File: src/rtl/sar_pkg.sv
// Package: shared encodings for the SAR conversion sequencer.
// Assumes: the start source field is 3 bits wide; codes above 4 are reserved.
package sar_pkg;
    typedef enum logic [2:0] {
        SRC_SW    = 3'd0,
        SRC_TMR_A = 3'd1,
        SRC_PIN   = 3'd2,
        SRC_TMR_B = 3'd3,
        SRC_PEER  = 3'd4
    } start_src_e;

    typedef enum logic [1:0] {
        ST_IDLE  = 2'd0,
        ST_TRACK = 2'd1,
        ST_CONV  = 2'd2
    } seq_state_e;

    localparam int TRACK_TICKS = 3;
endpackage

File: src/rtl/sar_clkdiv.sv
// Module: SAR clock enable generator.
// Produces a one-cycle tick every div_sel+1 system clocks while run is high.
// Assumes: the counter is held at zero while idle, so the first tick of a
// conversion comes div_sel+1 cycles after run rises.
module sar_clkdiv #(
    parameter int DIVW = 4
) (
    input  logic            clk,
    input  logic            rst_n,
    input  logic            run,
    input  logic [DIVW-1:0] div_sel,
    output logic            tick
);
    logic [DIVW-1:0] cnt;

    assign tick = run && (cnt == div_sel);

    // Count system clocks between SAR ticks; restart on each tick or when idle.
    always_ff @(posedge clk) begin
        if (!rst_n || !run || tick) begin
            cnt <= '0;
        end else begin
            cnt <= cnt + 1'b1;
        end
    end
endmodule

File: src/rtl/sar_trigger.sv
// Module: start-source synchronizer and selector.
// The external pin is synchronized by two flops, and a third flop detects its
// rising edge. The other sources are synchronous one-cycle pulses.
// Assumes: start_mode codes 5..7 select no source.
module sar_trigger
    import sar_pkg::*;
(
    input  logic       clk,
    input  logic       rst_n,
    input  logic [2:0] start_mode,
    input  logic       busy_wr,
    input  logic       tmr_a,
    input  logic       pin_async,
    input  logic       tmr_b,
    input  logic       peer,
    output logic       start,
    output logic       pin_level,
    output logic       pin_sel
);
    logic s1, s2, s3;
    logic pin_rise;

    // Two-stage synchronizer plus an edge-history flop for the convert pin.
    always_ff @(posedge clk) begin
        if (!rst_n) begin
            s1 <= 1'b0;
            s2 <= 1'b0;
            s3 <= 1'b0;
        end else begin
            s1 <= pin_async;
            s2 <= s1;
            s3 <= s2;
        end
    end

    assign pin_rise  = s2 && !s3;
    assign pin_level = s2;
    assign pin_sel   = (start_mode == SRC_PIN);

    // Pick the one start source that the mode field names.
    always_comb begin
        case (start_src_e'(start_mode))
            SRC_SW:    start = busy_wr;
            SRC_TMR_A: start = tmr_a;
            SRC_PIN:   start = pin_rise;
            SRC_TMR_B: start = tmr_b;
            SRC_PEER:  start = peer;
            default:   start = 1'b0;
        endcase
    end
endmodule

File: src/rtl/sar_engine.sv
// Module: tracking phase and bit-serial approximation engine.
// Accepts a start only when idle. Optionally tracks for TRACK_TICKS SAR ticks,
// then decides one bit per tick from MSB to LSB.
// Assumes: cmp_in is valid for the dac_code presented during the tick cycle.
module sar_engine
    import sar_pkg::*;
#(
    parameter int RES_W = 8
) (
    input  logic             clk,
    input  logic             rst_n,
    input  logic             start,
    input  logic             tick,
    input  logic             trk_lp,
    input  logic             pin_sel,
    input  logic             pin_level,
    input  logic             cmp_in,
    output logic             busy,
    output logic             done,
    output logic             track,
    output logic [RES_W-1:0] dac_code,
    output logic [RES_W-1:0] result
);
    localparam int IW  = $clog2(RES_W);
    localparam int TCW = $clog2(TRACK_TICKS);
    localparam logic [RES_W-1:0] MSB_ONE = {1'b1, {(RES_W-1){1'b0}}};

    seq_state_e       state;
    logic [RES_W-1:0] trial;
    logic [IW-1:0]    bitp;
    logic [TCW-1:0]   tcnt;
    logic [RES_W-1:0] mask;
    logic [RES_W-1:0] kept;

    // Decide the bit under test from the comparator.
    always_comb begin
        mask = {{(RES_W-1){1'b0}}, 1'b1} << bitp;
        kept = cmp_in ? trial : (trial & ~mask);
    end

    assign busy     = (state != ST_IDLE);
    assign done     = (state == ST_CONV) && tick && (bitp == '0);
    assign dac_code = trial;

    // Drive the track/hold control from the mode and phase.
    always_comb begin
        case (state)
            ST_IDLE:  track = !trk_lp || (pin_sel && !pin_level);
            ST_TRACK: track = 1'b1;
            default:  track = 1'b0;
        endcase
    end

    // Sequence idle, tracking and bit decisions; load result on the last bit.
    always_ff @(posedge clk) begin
        if (!rst_n) begin
            state  <= ST_IDLE;
            trial  <= '0;
            bitp   <= '0;
            tcnt   <= '0;
            result <= '0;
        end else begin
            case (state)
                ST_IDLE: begin
                    if (start) begin
                        tcnt <= '0;
                        if (trk_lp && !pin_sel) begin
                            state <= ST_TRACK;
                        end else begin
                            state <= ST_CONV;
                            trial <= MSB_ONE;
                            bitp  <= IW'(RES_W - 1);
                        end
                    end
                end
                ST_TRACK: begin
                    if (tick) begin
                        if (tcnt == TCW'(TRACK_TICKS - 1)) begin
                            state <= ST_CONV;
                            trial <= MSB_ONE;
                            bitp  <= IW'(RES_W - 1);
                        end else begin
                            tcnt <= tcnt + 1'b1;
                        end
                    end
                end
                ST_CONV: begin
                    if (tick) begin
                        if (bitp == '0) begin
                            result <= kept;
                            trial  <= '0;
                            state  <= ST_IDLE;
                        end else begin
                            trial <= kept | (mask >> 1);
                            bitp  <= bitp - 1'b1;
                        end
                    end
                end
                default: state <= ST_IDLE;
            endcase
        end
    end
endmodule

File: src/rtl/sar_seq.sv
// Module: top of the SAR conversion sequencer.
// Ties together start selection, SAR clock enable, the engine, and the
// completion flag with its interrupt gate.
// Assumes: busy_wr, int_clr and the timer/peer inputs are one-cycle pulses
// synchronous to clk; cnv_pin is asynchronous.
module sar_seq #(
    parameter int RES_W = 8,
    parameter int DIVW  = 4
) (
    input  logic             clk,
    input  logic             rst_n,
    input  logic             busy_wr,
    input  logic [2:0]       start_mode,
    input  logic             trk_lp,
    input  logic [DIVW-1:0]  div_sel,
    input  logic             int_clr,
    input  logic             int_en,
    input  logic             tmr3_ovf,
    input  logic             tmr2_ovf,
    input  logic             cnv_pin,
    input  logic             peer_start,
    input  logic             cmp_in,
    output logic [RES_W-1:0] dac_code,
    output logic             track,
    output logic             busy,
    output logic             int_flag,
    output logic             irq,
    output logic [RES_W-1:0] result
);
    logic start, pin_level, pin_sel, tick, done;

    sar_trigger u_trig (
        .clk        (clk),
        .rst_n      (rst_n),
        .start_mode (start_mode),
        .busy_wr    (busy_wr),
        .tmr_a      (tmr3_ovf),
        .pin_async  (cnv_pin),
        .tmr_b      (tmr2_ovf),
        .peer       (peer_start),
        .start      (start),
        .pin_level  (pin_level),
        .pin_sel    (pin_sel)
    );

    sar_clkdiv #(.DIVW(DIVW)) u_div (
        .clk     (clk),
        .rst_n   (rst_n),
        .run     (busy),
        .div_sel (div_sel),
        .tick    (tick)
    );

    sar_engine #(.RES_W(RES_W)) u_eng (
        .clk       (clk),
        .rst_n     (rst_n),
        .start     (start),
        .tick      (tick),
        .trk_lp    (trk_lp),
        .pin_sel   (pin_sel),
        .pin_level (pin_level),
        .cmp_in    (cmp_in),
        .busy      (busy),
        .done      (done),
        .track     (track),
        .dac_code  (dac_code),
        .result    (result)
    );

    // Completion flag: set with the last bit decision, cleared by software.
    always_ff @(posedge clk) begin
        if (!rst_n) begin
            int_flag <= 1'b0;
        end else if (done) begin
            int_flag <= 1'b1;
        end else if (int_clr) begin
            int_flag <= 1'b0;
        end
    end

    assign irq = int_flag && int_en;
endmodule

File: config.mk
export PLATFORM = sky130hd
export DESIGN_NAME = sar_seq
export DESIGN_NICKNAME = d
export VERILOG_FILES = /design/src/rtl/sar_pkg.sv /design/src/rtl/sar_clkdiv.sv /design/src/rtl/sar_trigger.sv /design/src/rtl/sar_engine.sv /design/src/rtl/sar_seq.sv
export SDC_FILE = /design/constraint.sdc
export NUM_CORES = 1
export LEC_CHECK = 0
export BUFFER_PORTS_ARGS = -buffer_cell sky130_fd_sc_hd__clkbuf_2
export CAP_MARGIN = 15
export CORE_MARGIN = 5
export CORE_UTILIZATION = 50
export DETAILED_ROUTE_END_ITERATION = 10
export PLACE_DENSITY = 0.75
export SLEW_MARGIN = 20
export SYNTH_ARGS = -nofsm -noshare
export SYNTH_HDL_FRONTEND = slang
export SYNTH_SLANG_ARGS = --single-unit
File: constraint.sdc
create_clock -name clk -period 4.3 [get_ports clk]
set_input_delay 0.43 -clock clk [delete_from_list [all_inputs] [get_ports clk]]
set_output_delay 0.43 -clock clk [all_outputs]
set_load 0.03 [all_outputs]
==> impl_metrics.json <==
{
  "synth_seq_cells": 31,
  "area_growth_pct": 17.5,
  "seqPwrFrac": 0.405,
  "synth_area_sq_um": 1680,
  "worstHoldStart": "cnv_pin",
  "initial_core_util": 0.511,
  "path_buf_inv": 0,
  "synth_cell_types": 47,
  "slew_viol_final": 0,
  "internal-power_mw": 0.530,
  "finalClockSkew_ns": 0.00620,
  "cts_root_buf": "clkbuf_4",
  "wl_per_cell_um": 12.7,
  "period_minus_slack_ns": 2.19,
  "numCtsBuffers": 5,
  "crit_type": "reg2reg",
  "required_ns": 4.55,
  "wl_um": 3610,
  "cp_top_family": "compound AO/OA/AOI/OAI gates",
  "cp_slowest_cell": "dfxtp_1",
  "reg2reg_to": "u_eng.dac_code[7]",
  "first_pass_iters": 4,
  "htree_levels": 2,
  "avgSynthCellArea_sq_um": 8.40,
  "final-hold-violation-count": 0,
  "clock_path_buffers": 2,
  "io_pins": 38,
  "max_freq_mhz": 456,
  "dr_total_vias": 1514,
  "status": "finished, final reports clean",
  "grt.overflow.total": 0,
  "yosysWarningCount": 0,
  "switching_share": 0.350,
  "insertion_delay_ns": 0.34,
  "rsz0062_at_grt": "false",
  "total_power_mw": 0.815,
  "io_buffer_count": 37,
  "ys_top_cells_by_area": "dfxtp_1, ha_1, nand2_1, a21boi_0, nor2_1",
  "clock_power_share": 0.299,
  "worstPathArrival_ns": 2.44,
  "irDropWorstVdd_mv": 0.258,
  "synth_cells": 200,
  "relSlewSlack": 0.617,
  "die_x_um": 68.0,
  "async_flop_share": 0,
  "multi_input_area_sq_um": 971,
  "vias_per_cell": 5.31,
  "worstHoldEndpoint": "u_trig.s1",
  "synth_top_area_cell": "dfxtp_1",
  "grt_antenna_before_repair": 0,
  "layout_setup_ws_ns": 2.11,
  "rows": 21,
  "synth_nets": 225,
  "first_iter_violations": 100,
  "p_per_area_nw_per_um2": 413,
  "post_cts_resized": 0,
  "ant_nets": 0,
  "crit_fanout": 11,
  "hpwlAfterDp_um": 2640,
  "tns_ns": 0,
  "fin_area_sq_um": 1970,
  "yosysSeqAreaShare": 0.370,
  "cap_viol_max_count": 0,
  "worst_setup_path_start_kind": "flop",
  "holdBufCountCts": 0,
  "grt_max_degree": 26,
  "cp_cell_sequence": "nor2_1, nor2_2, o211ai_1, a22oi_2, a21boi_0, o21a_1",
  "yosys.area.top_type_share": 0.370,
  "critPathMaxStageDelay_ns": 0.52,
  "grt_pass1_vias": 1356,
  "die_h_um": 68.0,
  "die_area_sq_um": 4620,
  "worst_pin_slew_ns": 0.574,
  "reg2reg_depth": 6,
  "grt_first_pass_wirelength_um": 6030,
  "clock-sinks": 31,
  "r2r-start": "u_eng.state[1]",
  "synth_top_flop_cell": "dfxtp_1",
  "path_clk_slew_ns": 0.10,
  "nFillCells": 313,
  "nNetsFinal": 263,
  "post_cts_buffers": 0,
  "worst-r2r-setup-slack_ns": 2.11,
  "drcViolationCount": 0,
  "finalSetupViolations": 0,
  "drive_above_1_share": 0.230,
  "seq_area_sq_um": 621,
  "hp-class": "in2reg",
  "p_comb_frac": 0.296,
  "gp_congestion": 0.871,
  "p_sw_mw": 0.285,
  "post-place-ws_ns": 2.04,
  "cts_tree": "built",
  "diodes": 0,
  "stdcell_count": 285,
  "place_inst": 277,
  "track_usage": 0.175,
  "placed_area_sq_um": 1890,
  "synth_edf_count": 0,
  "min_path_cells": 2,
  "core_area_sq_um": 3280,
  "p_leak_nw": 0.838,
  "period_share": 0.510,
  "cp-end-kind": "flop"
}
## flip-flops by register name, summed over array words and instances (netlist names)
name and cells:
u_eng.dac_code 8, u_eng.result 8, u_div.cnt 4, u_eng.bitp 3
u_eng.state 2, u_eng.tcnt 2, int_flag 1, u_trig.pin_level 1
u_trig.s1 1, u_trig.s3 1
## synth_stat cells (all sizes together), types with 5 or more instances
| cell | n |
|---|---|
| a31oi | 9 |
| nand3 | 5 |
| a21boi | 10 |
| a21oi | 10 |
| nand2 | 23 |
| ha | 7 |
| dfxtp | 31 |
| o21a | 6 |
| nor2b | 8 |
| inv | 14 |
| nor2 | 17 |
| xor2 | 5 |
| and2 | 7 |
## cell usage in the layout (no fill, tap or decap), types with 5 or more instances in the layout
cell	count
nor2b_1	8
and2_1	5
ha_1	7
o21a_1	6
nand3_1	5
clkbuf_2	37
nand2_1	22
a21oi_1	10
inv_1	14
a31oi_1	9
a21boi_0	8
clkbuf_4	5
nor2_1	16
dfxtp_1	31
xor2_1	5
## area by class of cell
| type | instances | area share |
|---|---|---|
| flip-flops and latches | 31 | 0.315 |
| well taps | 46 | 0.0292 |
| inverters | 14 | 0.0266 |
| multi-input cells | 149 | 0.492 |
| clock inverters | 2 | 0.0178 |
| clock buffers | 6 | 0.0260 |
| repair buffers | 37 | 0.0938 |
## stage by stage
step,util,hold WS (ns)
global placement,0.574,0.414
CTS,0.601,0.285
floorplan,-,0.412
finish,0.601,0.292
global route,0.601,0.274
detailed placement,0.574,0.422
## worst max path at each step
stage	from	to	slack, ns	depth (start not counted)
after floorplan	start_mode[0]	u_eng.dac_code[0]	2.38	6
after global placement	start_mode[0]	u_eng.dac_code[7]	2.09	7
after detailed placement	start_mode[0]	u_eng.dac_code[2]	2.04	7
after CTS	u_eng.state[1]	u_eng.dac_code[7]	2.12	6
after global routing	u_eng.state[1]	u_eng.dac_code[2]	1.95	6
final	u_eng.state[1]	u_eng.dac_code[7]	2.11	6
## routing by layer
| metal | vias to the layer above | track usage | wire, um |
|---|---|---|---|
| met3 | 7 | 0.0476 | 172 |
| met1 | 696 | 0.228 | 1660 |
| met4 | 0 | 0.0868 | 59 |
| met5 | - | 0 | 0 |
| met2 | 33 | 0.266 | 1710 |
| li1 | 778 | - | - |
## cell families after synthesis
| logic type | share of synthesized area |
|---|---|
| simple gates | 0.256 |
| xor+xnor | 0.0313 |
| buf+inv | 0.0522 |
| flops | 0.370 |
| compound gates | 0.221 |
| mux | 0.0179 |
| fa+ha+maj | 0.0522 |
## power by group through the flow
stage | clock network [mW] | logic (mW) | registers [mW]
final | 0.244 | 0.241 | 0.330
after global routing | 0.262 | 0.268 | 0.333
after CTS | 0.248 | 0.240 | 0.330
after detailed placement | 0 | 0.239 | 0.336
after global placement | 0 | 0.236 | 0.337
after floorplan | 0 | 0.185 | 0.337
(Power assumes the default switching activity.)
